### src/rtl/bcs_pkg.sv
package bcs_pkg;

    typedef enum logic [2:0] {
        S_IDLE,
        S_FETCH,
        S_QUOT,
        S_HIRES,
        S_ERR,
        S_ADVANCE,
        S_ACTUAL,
        S_DONE
    } bcs_state_e;

    localparam int unsigned PCT_SCALE = 10000;

endpackage

### src/rtl/bcs_divider.sv
module bcs_divider #(
    parameter int W = 48
) (
    input  logic         clk,
    input  logic         rst_n,
    input  logic         go,
    input  logic [W-1:0] num,
    input  logic [W-1:0] den,
    output logic         busy,
    output logic         done,
    output logic [W-1:0] quo
);
    localparam int CW = $clog2(W + 1);
    localparam int PW = 2 * W;

    logic [W-1:0]  acc;
    logic [W-1:0]  rem;
    logic [W-1:0]  num_l;
    logic [W-1:0]  den_l;
    logic [CW-1:0] cnt;
    logic [W:0]    shifted;

    assign shifted = {rem, acc[W-1]};

    always_ff @(posedge clk or negedge rst_n) begin
        if (!rst_n) begin
            busy  <= 1'b0;
            done  <= 1'b0;
            acc   <= '0;
            rem   <= '0;
            num_l <= '0;
            den_l <= '0;
            cnt   <= '0;
        end else begin
            done <= 1'b0;
            if (go && !busy) begin
                busy  <= 1'b1;
                acc   <= num;
                rem   <= '0;
                num_l <= num;
                den_l <= den;
                cnt   <= '0;
            end else if (busy) begin
                if (shifted >= {1'b0, den_l}) begin
                    rem <= W'(shifted - {1'b0, den_l});
                    acc <= {acc[W-2:0], 1'b1};
                end else begin
                    rem <= shifted[W-1:0];
                    acc <= {acc[W-2:0], 1'b0};
                end
                cnt <= cnt + 1'b1;
                if (cnt == CW'(W - 1)) begin
                    busy <= 1'b0;
                    done <= 1'b1;
                end
            end
        end
    end

    assign quo = acc;

    // Quotient bracket supports the rounding rules of R2 and R3
    p_quot_exact_r2: assert property (@(posedge clk) disable iff (!rst_n)
        done |-> ((PW'(quo) * PW'(den_l) <= PW'(num_l)) &&
                  (PW'(num_l) < (PW'(quo) + 1'b1) * PW'(den_l))));

endmodule

### src/rtl/bcs_clk_table.sv
module bcs_clk_table #(
    parameter int N_CLK    = 4,
    parameter int IDX_W    = 2,
    parameter int OSR_LOG2 = 4,
    parameter logic [N_CLK-1:0][31:0] CLK_HZ = '0
) (
    input  logic [IDX_W-1:0] idx,
    output logic [31:0]      osr_rate,
    output logic             present
);
    logic [N_CLK-1:0][31:0] rate_arr;
    logic [N_CLK-1:0]       pres_arr;

    for (genvar g = 0; g < N_CLK; g++) begin : g_slot
        assign rate_arr[g] = CLK_HZ[g] >> OSR_LOG2;
        assign pres_arr[g] = (CLK_HZ[g] != 32'd0);
    end

    always_comb begin
        osr_rate = '0;
        present  = 1'b0;
        for (int i = 0; i < N_CLK; i++) begin
            if (idx == IDX_W'(i)) begin
                osr_rate = rate_arr[i];
                present  = pres_arr[i];
            end
        end
    end

endmodule

### src/rtl/bcs_selector.sv
module bcs_selector
    import bcs_pkg::*;
#(
    parameter int N_CLK     = 4,
    parameter logic [N_CLK-1:0][31:0] CLK_HZ = {32'd48_000_000, 32'd64_000_000,
                                                32'd108_000_000, 32'd81_000_000},
    parameter int OSR_LOG2  = 4,
    parameter int DW        = 48,
    parameter int ERR_LIMIT = 300,
    localparam int IDX_W    = $clog2(N_CLK)
) (
    input  logic             clk,
    input  logic             rst_n,
    input  logic             start,
    input  logic [31:0]      baud,
    output logic             busy,
    output logic             done,
    output logic [IDX_W-1:0] sel_idx,
    output logic [31:0]      divisor,
    output logic [15:0]      err_cent,
    output logic [31:0]      actual_baud,
    output logic             too_fast,
    output logic             err_warn
);
    localparam logic [IDX_W-1:0] LAST_IDX = IDX_W'(N_CLK - 1);

    bcs_state_e state, nxt;

    logic [31:0]      baud_q;
    logic [IDX_W-1:0] idx;
    logic [DW-1:0]    cur_q;
    logic             found;
    logic [IDX_W-1:0] best_idx;
    logic [DW-1:0]    best_q;
    logic [DW-1:0]    best_err;

    logic [31:0]   rate_cur, rate_best, rate_sel;
    logic          pres_cur, pres_best, pres_sel;
    logic          div_go, div_busy, div_done;
    logic [DW-1:0] div_num, div_den, div_q;
    logic [DW-1:0] target, delta, half_baud;

    bcs_clk_table #(.N_CLK(N_CLK), .IDX_W(IDX_W), .OSR_LOG2(OSR_LOG2), .CLK_HZ(CLK_HZ))
        u_tab_cur  (.idx(idx),      .osr_rate(rate_cur),  .present(pres_cur));
    bcs_clk_table #(.N_CLK(N_CLK), .IDX_W(IDX_W), .OSR_LOG2(OSR_LOG2), .CLK_HZ(CLK_HZ))
        u_tab_best (.idx(best_idx), .osr_rate(rate_best), .present(pres_best));
    bcs_clk_table #(.N_CLK(N_CLK), .IDX_W(IDX_W), .OSR_LOG2(OSR_LOG2), .CLK_HZ(CLK_HZ))
        u_tab_sel  (.idx(sel_idx),  .osr_rate(rate_sel),  .present(pres_sel));

    bcs_divider #(.W(DW)) u_div (
        .clk  (clk),
        .rst_n(rst_n),
        .go   (div_go),
        .num  (div_num),
        .den  (div_den),
        .busy (div_busy),
        .done (div_done),
        .quo  (div_q)
    );

    assign half_baud = DW'(baud_q >> 1);
    assign target    = DW'(baud_q) * DW'(PCT_SCALE);
    assign delta     = (div_q > target) ? (div_q - target) : (target - div_q);

    // State register
    always_ff @(posedge clk or negedge rst_n) begin
        if (!rst_n) state <= S_IDLE;
        else        state <= nxt;
    end

    // Next state
    always_comb begin
        nxt = state;
        unique case (state)
            S_IDLE:    if (start) nxt = (baud == 32'd0) ? S_DONE : S_FETCH;
            S_FETCH:   nxt = pres_cur ? S_QUOT : S_ADVANCE;
            S_QUOT:    if (div_done) nxt = (div_q == '0) ? S_ADVANCE : S_HIRES;
            S_HIRES:   if (div_done) nxt = S_ERR;
            S_ERR:     if (div_done) nxt = S_ADVANCE;
            S_ADVANCE: if (idx == LAST_IDX) nxt = found ? S_ACTUAL : S_DONE;
                       else nxt = S_FETCH;
            S_ACTUAL:  if (div_done) nxt = S_DONE;
            S_DONE:    nxt = S_IDLE;
            default:   nxt = S_IDLE;
        endcase
    end

    // Divider operand selection
    always_comb begin
        div_go  = 1'b0;
        div_num = '0;
        div_den = '0;
        case (state)
            S_FETCH: if (pres_cur) begin
                div_go  = 1'b1;
                div_num = DW'(rate_cur) + half_baud;
                div_den = DW'(baud_q);
            end
            S_QUOT: if (div_done && div_q != '0) begin
                div_go  = 1'b1;
                div_num = DW'(rate_cur) * DW'(PCT_SCALE);
                div_den = div_q;
            end
            S_HIRES: if (div_done) begin
                div_go  = 1'b1;
                div_num = delta + half_baud;
                div_den = DW'(baud_q);
            end
            S_ADVANCE: if (idx == LAST_IDX && found) begin
                div_go  = 1'b1;
                div_num = DW'(rate_best);
                div_den = best_q;
            end
            default: ;
        endcase
    end

    // Datapath and outputs
    always_ff @(posedge clk or negedge rst_n) begin
        if (!rst_n) begin
            baud_q      <= '0;
            idx         <= '0;
            cur_q       <= '0;
            found       <= 1'b0;
            best_idx    <= '0;
            best_q      <= '0;
            best_err    <= '1;
            sel_idx     <= '0;
            divisor     <= '0;
            err_cent    <= '0;
            actual_baud <= '0;
            too_fast    <= 1'b0;
            err_warn    <= 1'b0;
        end else begin
            case (state)
                S_IDLE: if (start) begin
                    baud_q   <= baud;
                    idx      <= '0;
                    found    <= 1'b0;
                    best_err <= '1;
                    if (baud == 32'd0) begin
                        too_fast <= 1'b1;
                        err_warn <= 1'b0;
                    end
                end
                S_QUOT: if (div_done) cur_q <= div_q;
                S_ERR: if (div_done && div_q < best_err) begin
                    found    <= 1'b1;
                    best_idx <= idx;
                    best_q   <= cur_q;
                    best_err <= div_q;
                end
                S_ADVANCE: begin
                    if (idx != LAST_IDX) begin
                        idx <= idx + 1'b1;
                    end else if (!found) begin
                        too_fast <= 1'b1;
                        err_warn <= 1'b0;
                    end
                end
                S_ACTUAL: if (div_done) begin
                    sel_idx     <= best_idx;
                    divisor     <= best_q[31:0];
                    err_cent    <= best_err[15:0];
                    actual_baud <= div_q[31:0];
                    too_fast    <= 1'b0;
                    err_warn    <= (best_err > DW'(ERR_LIMIT));
                end
                default: ;
            endcase
        end
    end

    assign busy = (state != S_IDLE);
    assign done = (state == S_DONE);

    p_zero_baud_r1: assert property (@(posedge clk) disable iff (!rst_n)
        (state == S_IDLE && start && baud == 32'd0) |=> (done && too_fast));

    p_sel_present_r5: assert property (@(posedge clk) disable iff (!rst_n)
        (done && !too_fast) |-> pres_sel);

    p_best_present_r5: assert property (@(posedge clk) disable iff (!rst_n)
        (state == S_ACTUAL) |-> pres_best);

    p_warn_high_r7: assert property (@(posedge clk) disable iff (!rst_n)
        (done && err_warn) |-> (!too_fast && err_cent > 16'(ERR_LIMIT)));

    p_warn_set_r7: assert property (@(posedge clk) disable iff (!rst_n)
        (done && !too_fast && err_cent > 16'(ERR_LIMIT)) |-> err_warn);

    p_actual_r8: assert property (@(posedge clk) disable iff (!rst_n)
        (done && !too_fast) |->
            ((64'(actual_baud) * 64'(divisor) <= 64'(rate_sel)) &&
             (64'(rate_sel) < (64'(actual_baud) + 64'd1) * 64'(divisor))));

    p_done_pulse_r9: assert property (@(posedge clk) disable iff (!rst_n)
        done |=> !done);

    p_hold_r9: assert property (@(posedge clk) disable iff (!rst_n)
        (state == S_IDLE && !start) |=>
            $stable({sel_idx, divisor, err_cent, actual_baud, too_fast, err_warn}));

    p_div_idle_r9: assert property (@(posedge clk) disable iff (!rst_n)
        div_go |-> !div_busy);

endmodule

### config.mk
export PLATFORM = sky130hd
export DESIGN_NAME = bcs_selector
export DESIGN_NICKNAME = d
export VERILOG_FILES = /design/src/rtl/bcs_pkg.sv /design/src/rtl/bcs_divider.sv /design/src/rtl/bcs_clk_table.sv /design/src/rtl/bcs_selector.sv
export SDC_FILE = /design/constraint.sdc
export NUM_CORES = 2
export LEC_CHECK = 0
export BUFFER_PORTS_ARGS = -buffer_cell sky130_fd_sc_hd__buf_2
export CAP_MARGIN = 20
export CORE_MARGIN = 2
export CORE_UTILIZATION = 45
export CTS_CLUSTER_DIAMETER = 200
export DETAILED_ROUTE_END_ITERATION = 7
export GPL_ROUTABILITY_DRIVEN = 0
export HOLD_SLACK_MARGIN = 0.15
export PLACE_DENSITY_LB_ADDON = 0.1
export SETUP_SLACK_MARGIN = 0.15
export SKIP_LAST_GASP = 1
export SLEW_MARGIN = 25
export SYNTH_ARGS = -nofsm -noshare
export SYNTH_HDL_FRONTEND = slang
export SYNTH_HIERARCHICAL = 1
export SYNTH_SLANG_ARGS = --single-unit
### constraint.sdc
create_clock -name clk -period 15.1 [get_ports clk]
set_input_delay 3.02 -clock clk [delete_from_list [all_inputs] [get_ports clk]]
set_output_delay 3.02 -clock clk [all_outputs]
set_load 0.005 [all_outputs]
Word level (Yosys, flattened, before mapping):

Index checks and enable logic that the tools add are counted.

* input port bits: 35
* bits in registers: 420
* output and inout port bits: 86
* logic and storage cells: 156
* RAM bits: 0
* bits in read-only memories: 0
* memories: 0
* latch bits: 0

* reductions and logical operators: 24
* multiply operators: 2
* bitwise operators: 0
* equal/unequal tests: 25
* shift operators: 0
* add/sub/neg operators: 7
* order comparisons: 4
* divide/modulo/power cells: 0
* mux-type cells: 74

Operators with widths (number)
* $mux W48: 11
* $pmux W48 S4: 2
* $mux W23: 8
* $mux W32: 3
* $pmux W48 S2: 1
* $mul A32 B10 Y42 const B: 2
* $ge A49 B48 Y1: 1
* $add A48 B31 Y48: 1
* $gt A48 B46 Y1: 1
* $gt A48 B9 Y1 const B: 1
* $logic_not A48 Y1: 1
* $lt A48 B48 Y1: 1
* $reduce_bool A48 Y1: 1
* $sub A46 B48 Y48: 1
* $sub A48 B46 Y48: 1
* $sub A48 B48 Y48: 1
* $mux W46: 1
* $add A32 B31 Y33: 1
* $mux W33: 1
* $logic_not A32 Y1: 1
* $mux W1: 28
* $mux W3: 9
* $pmux W3 S8: 1
* $ne A2 B2 Y1 const B: 7
* 25 further kinds: 50

Logic depth before layout (Yosys ltp):

* word-level depth: 9
* gate-level depth with buffers: 53

Cells and area by module:

Netlist, hierarchy kept.

By module, submodules not included
* bcs_selector: cells an instance 3696, area each 31843.0 um^2, times used 1, seq. area each 6766.5 um^2
* bcs_divider: cells an instance 1067, area each 9407.8 um^2, times used 1, seq. area each 3803.6 um^2
* bcs_clk_table: cells an instance 41, area each 309.0 um^2, times used 2, seq. area each 0.0 um^2

Worst setup path before layout:

OpenSTA, ideal clock, no wires.

* path kind: register -> register
* start point: register baud_q[12]
* end point: register u_div.acc[47] (netlist: u_div/quo[47])
* cell stages (with the launch flop): 51
* path buffers: 4
* setup slack: 3810 ps
* arrival time: 11207 ps
* data required time: 15017 ps
* cell sequence: dfrtp_1 -> inv_1 -> fa_1 -> inv_1 -> ha_1 -> fa_1 -> ha_1 -> inv_1 -> fa_1 -> inv_1 -> ha_1 -> a21o_1 -> a21o_1 -> a21o_1 -> nor3_1 -> o21ai_0 -> a41oi_1 -> o31ai_1 -> [... 15 more ...] -> clkbuf_1 -> o31ai_1 -> xnor2_1 -> ha_1 -> o21ai_0 -> o21a_1 -> o21ai_0 -> o2111ai_1 -> o31ai_1 -> a31oi_1 -> a21oi_1 -> o221ai_1 -> o21ai_1 -> nand3_2 -> or4_1 -> a21oi_1 -> mux2i_1 -> o21ai_0

* longest elaborated chain between the ends: 7

RTL lines
* from (decl): line bcs_selector.sv:29 `logic [31:0] baud_q;`
* from (signal assigned): line bcs_selector.sv:137 `baud_q <= baud;`
* $mul A32 B10 Y42: line bcs_selector.sv:62 `assign target = DW'(baud_q) * DW'(PCT_SCALE);`
* $sub A46 B48 Y48 (tied with other cells): line bcs_selector.sv:63 `assign delta = (div_q > target) ? (div_q - target) : (target - div_q);`
* $mux W48: line bcs_selector.sv:63
* $add A48 B31 Y48 *: line bcs_selector.sv:106 `div_num = delta + half_baud;`
* $mux W48 *: line bcs_selector.sv:104 `S_HIRES: if (div_done) begin`
* $pmux W48 S4 *: line bcs_selector.sv:93 `case (state)`
* via div_num[47]: line bcs_selector.sv:40 `logic [DW-1:0] div_num, div_den, div_q;`
* $mux W48 *: line bcs_divider.sv:36 `if (go && !busy) begin`
* to (signal assigned): line bcs_divider.sv:38 `acc <= num;`
* to (signal assigned): line bcs_divider.sv:46 `acc <= {acc[W-2:0], 1'b1};`
* to (signal assigned): line bcs_divider.sv:49 `acc <= {acc[W-2:0], 1'b0};`
* to (decl): line bcs_divider.sv:16 `logic [W-1:0] acc;`

Mark *: on every way through the listed nets, which the timed path passes. The rest lies on a longest branch.
A chain may end at the register's enable or synchronous reset.

Worst setup path in the final report:

* start point: register baud_q[4]
* end point: register u_div.acc[44] (netlist: u_div/quo[44])

Same word-level chain as after synthesis.

==> flow_summary.json <==
{
  "synth_most_common_cell": "inv_1",
  "grtUsageTotal_pct": 30.6,
  "finalSetupTns_ns": 0,
  "finalCritPeriodShare_pct": 89.3,
  "core_region_area_um2": 91900,
  "synth-edff-count": 0,
  "cts_buffers": 51,
  "min_from": "cur_q[35]",
  "drc": 0,
  "cts.clk_slew.worst_paths_ns": 0.06,
  "power_w": 0.00290,
  "post-cts-setup-buffers": 0,
  "synth_warnings": 6,
  "critPathMaxStageDelay_ns": 0.82,
  "async_flop_share_pct": 100,
  "cpMaxStageDelayCell": "o31ai_1",
  "hold_viol_final": 0,
  "antenna_found_initial": 5,
  "ys_types": 108,
  "netlist_area_um2": 41900,
  "path_common_cell": "inv_1",
  "peakVddDrop_v": 0.0000792,
  "die_width_um": 309,
  "ys.flop_type": "dfrtp_1",
  "p_per_area_nw_per_um2": 64.1,
  "synth_area_per_cell_um2": 8.64,
  "ant_nets": 0,
  "post-place-ws_ns": 1.92,
  "critPathKind": "flip-flop to flip-flop",
  "insertion_delay_ns": 0.64,
  "place_area_um2": 43400,
  "dpl.hpwl_um": 115000,
  "ys_ff_latch": 420,
  "ioPinCount": 121,
  "synthCells": 4845,
  "yosys.area.top_type_share_pct": 22.2,
  "maxCapViolations": 0,
  "grt-busiest-layer": "met2",
  "cts-resized-gates": 0,
  "tightestPinTransition_ns": 1.15,
  "max_slew_margin_pct": 23.1,
  "overflow": 0,
  "grt_use_met1_pct": 41.8,
  "cts_num_sinks": 420,
  "cp-end-kind": "flip-flop",
  "min_to": "cur_q[35]",
  "hp-class": "flip-flop to flip-flop",
  "syn_to_final_growth_pct": 8.22,
  "arrival_ns": 14.02,
  "drtIter0Drc": 3741,
  "first_global_vias": 34500,
  "r2r_setup_slack_ns": 1.62,
  "drt_wl_total_um": 147000,
  "rows": 111,
  "root_buffer": "clkbuf_16",
  "grt_setup_unrepaired": "false",
  "drive_above_1_share_pct": 10.3,
  "yosysTopAreaCell": "dfrtp_1",
  "synthTopCellsByArea": "dfrtp_1 (22%), ha_1 (15%), fa_1 (8.1%)",
  "hold_buffers": 0,
  "via_per_inst": 5.84,
  "cts_tree": "done",
  "h-tree-depth": 2,
  "path_max_fanout": 22,
  "start_kind": "flip-flop",
  "fin_worst_skew_ns": 0.0302,
  "grt_pass1_wl_um": 220000,
  "grt_start_max_net_pins": 144,
  "seq_area_frac_synth_pct": 25.2,
  "gr-usage-met2_pct": 47.5,
  "io_buffers": 120,
  "final.min_clock_period_ns": 13.48,
  "cts.path.max_buffers": 3,
  "die_area_um2": 95500,
  "nFillCells": 9070,
  "holdPathStages": 2,
  "synth_common_cells": "inv_1 (756), ha_1 (500), nand2_1 (445)",
  "reg2reg_depth": 47,
  "clock.fmax_mhz": 74.2,
  "firstDrtPassIters": 8,
  "finalSetupViolations": 0,
  "rr_startpoint": "baud_q[4]",
  "reg2reg_to": "u_div/quo[44]",
  "wire_per_inst_um": 23.8,
  "fin_util_pct": 49.3,
  "worstPathRequired_ns": 15.64,
  "status": "complete, no violations",
  "start_util_pct": 45.5,
  "via_count": 35900,
  "layout_setup_ws_ns": 1.62,
  "slew_viol_final": 0,
  "final_nets": 5572,
  "die_y_um": 309,
  "final_area_um2": 45300,
  "p_leak_nw": 23.3,
  "use_met3_pct": 5.43
}
[cells in the final DEF (no fill, tap or decap), drive strengths merged, types with 60 or more instances in the layout]
| master | netlist | routed |
|---|---|---|
| mux2i | 101 | 101 |
| a21o | 152 | 152 |
| o21ai | 415 | 415 |
| nand2 | 449 | 449 |
| dfrtp | 372 | 372 |
| inv | 756 | 760 |
| ha | 500 | 500 |
| fa | 170 | 170 |
| a21oi | 296 | 296 |
| xnor2 | 135 | 135 |
| mux2 | 119 | 119 |
| xor2 | 93 | 93 |
| nand4 | 61 | 61 |
| nor2 | 177 | 177 |
| clkbuf | 124 | 68 |
| buf | 102 | 173 |
| nor3 | 60 | 60 |
[state kept, by name, summed over array words and instances (netlist names)]
signal,flops
best_err,48
sel_idx,2
best_idx,2
actual_baud,32
u_div/rem,48
divisor,32
u_div/cnt,6
too_fast,1
idx,2
u_div/den_l,48
u_div/busy,1
cur_q,48
baud_q,32
found,1
err_warn,1
state,3
u_div/done,1
err_cent,16
best_q,48
u_div/quo,48
[how the worst max path moves through the flow]
stage / startpoint / endpoint / slack [ns] / depth (start not counted)
2_1_floorplan: baud_q[12] / u_div/quo[47] / 3.81 / 50
3_3_place_gp: baud_q[11] / u_div/quo[46] / 2.06 / 46
3_5_place_dp: baud_q[4] / u_div/quo[46] / 1.92 / 47
4_1_cts: baud_q[11] / u_div/quo[44] / 1.91 / 46
5_1_grt: baud_q[4] / u_div/quo[46] / 0.77 / 47
6_report: baud_q[4] / u_div/quo[44] / 1.62 / 47
[layer usage]
metal  share of wire, %  vias up
li1                   -    16700
met1                 44    17500
met2                 43     1383
met3                7.4      323
met4                5.4        2
met5             0.0068        -
[critical path, delay by kind of cell, from the launching register on]
family	cells	cell delay [ns]
xor gates and xnor gates	3	0.51
muxes	1	0.11
and+or+nand+nor	9	2.35
adders and majority gates	8	3.24
DFF	1	0.71
AOI/OAI and AO/OA	20	6.03
buffers and inverters	6	0.46
[per-stage QoR]
| stage | hold slack [ns] | instances |
|---|---|---|
| 2_1_floorplan | 0.444 | 4867 |
| 5_1_grt | 0.503 | 6151 |
| 4_1_cts | 0.479 | 6147 |
| 6_report | 0.474 | 6153 |
| 3_3_place_gp | 0.457 | 6050 |
| 3_5_place_dp | 0.466 | 6053 |
[logic make-up after synthesis]
logic type,Yosys count,share of synthesized area [%]
AO/OA/AOI/OAI,1303,20.2
AND/OR/NAND/NOR,1020,11.5
buffers and inverters,982,9.50
adder cells (fa/ha/maj),670,23.1
flip-flops,420,25.2
XOR/XNOR,228,4.79
multiplexers,220,5.65
other,2,0.0179
[layout make-up]
cell class,count,area (um^2),area share [%]
multi-input cells,3465,27500,60.6
flip-flops and latches,420,10600,23.3
clock buffers,68,1480,3.27
repair buffers,173,1010,2.22
well taps,1243,1560,3.43
clock inverters,26,385,0.851
diodes,2,5.00,0.0110
inverters,756,2840,6.26
[report_power, final]
part	total, W	switching (W)	internal [W]
logic	0.000401	0.000256	0.000145
registers	0.00113	0	0.00113
clock network	0.00138	0.000548	0.000829
Note: power is estimated with default switching activity, not from simulation.
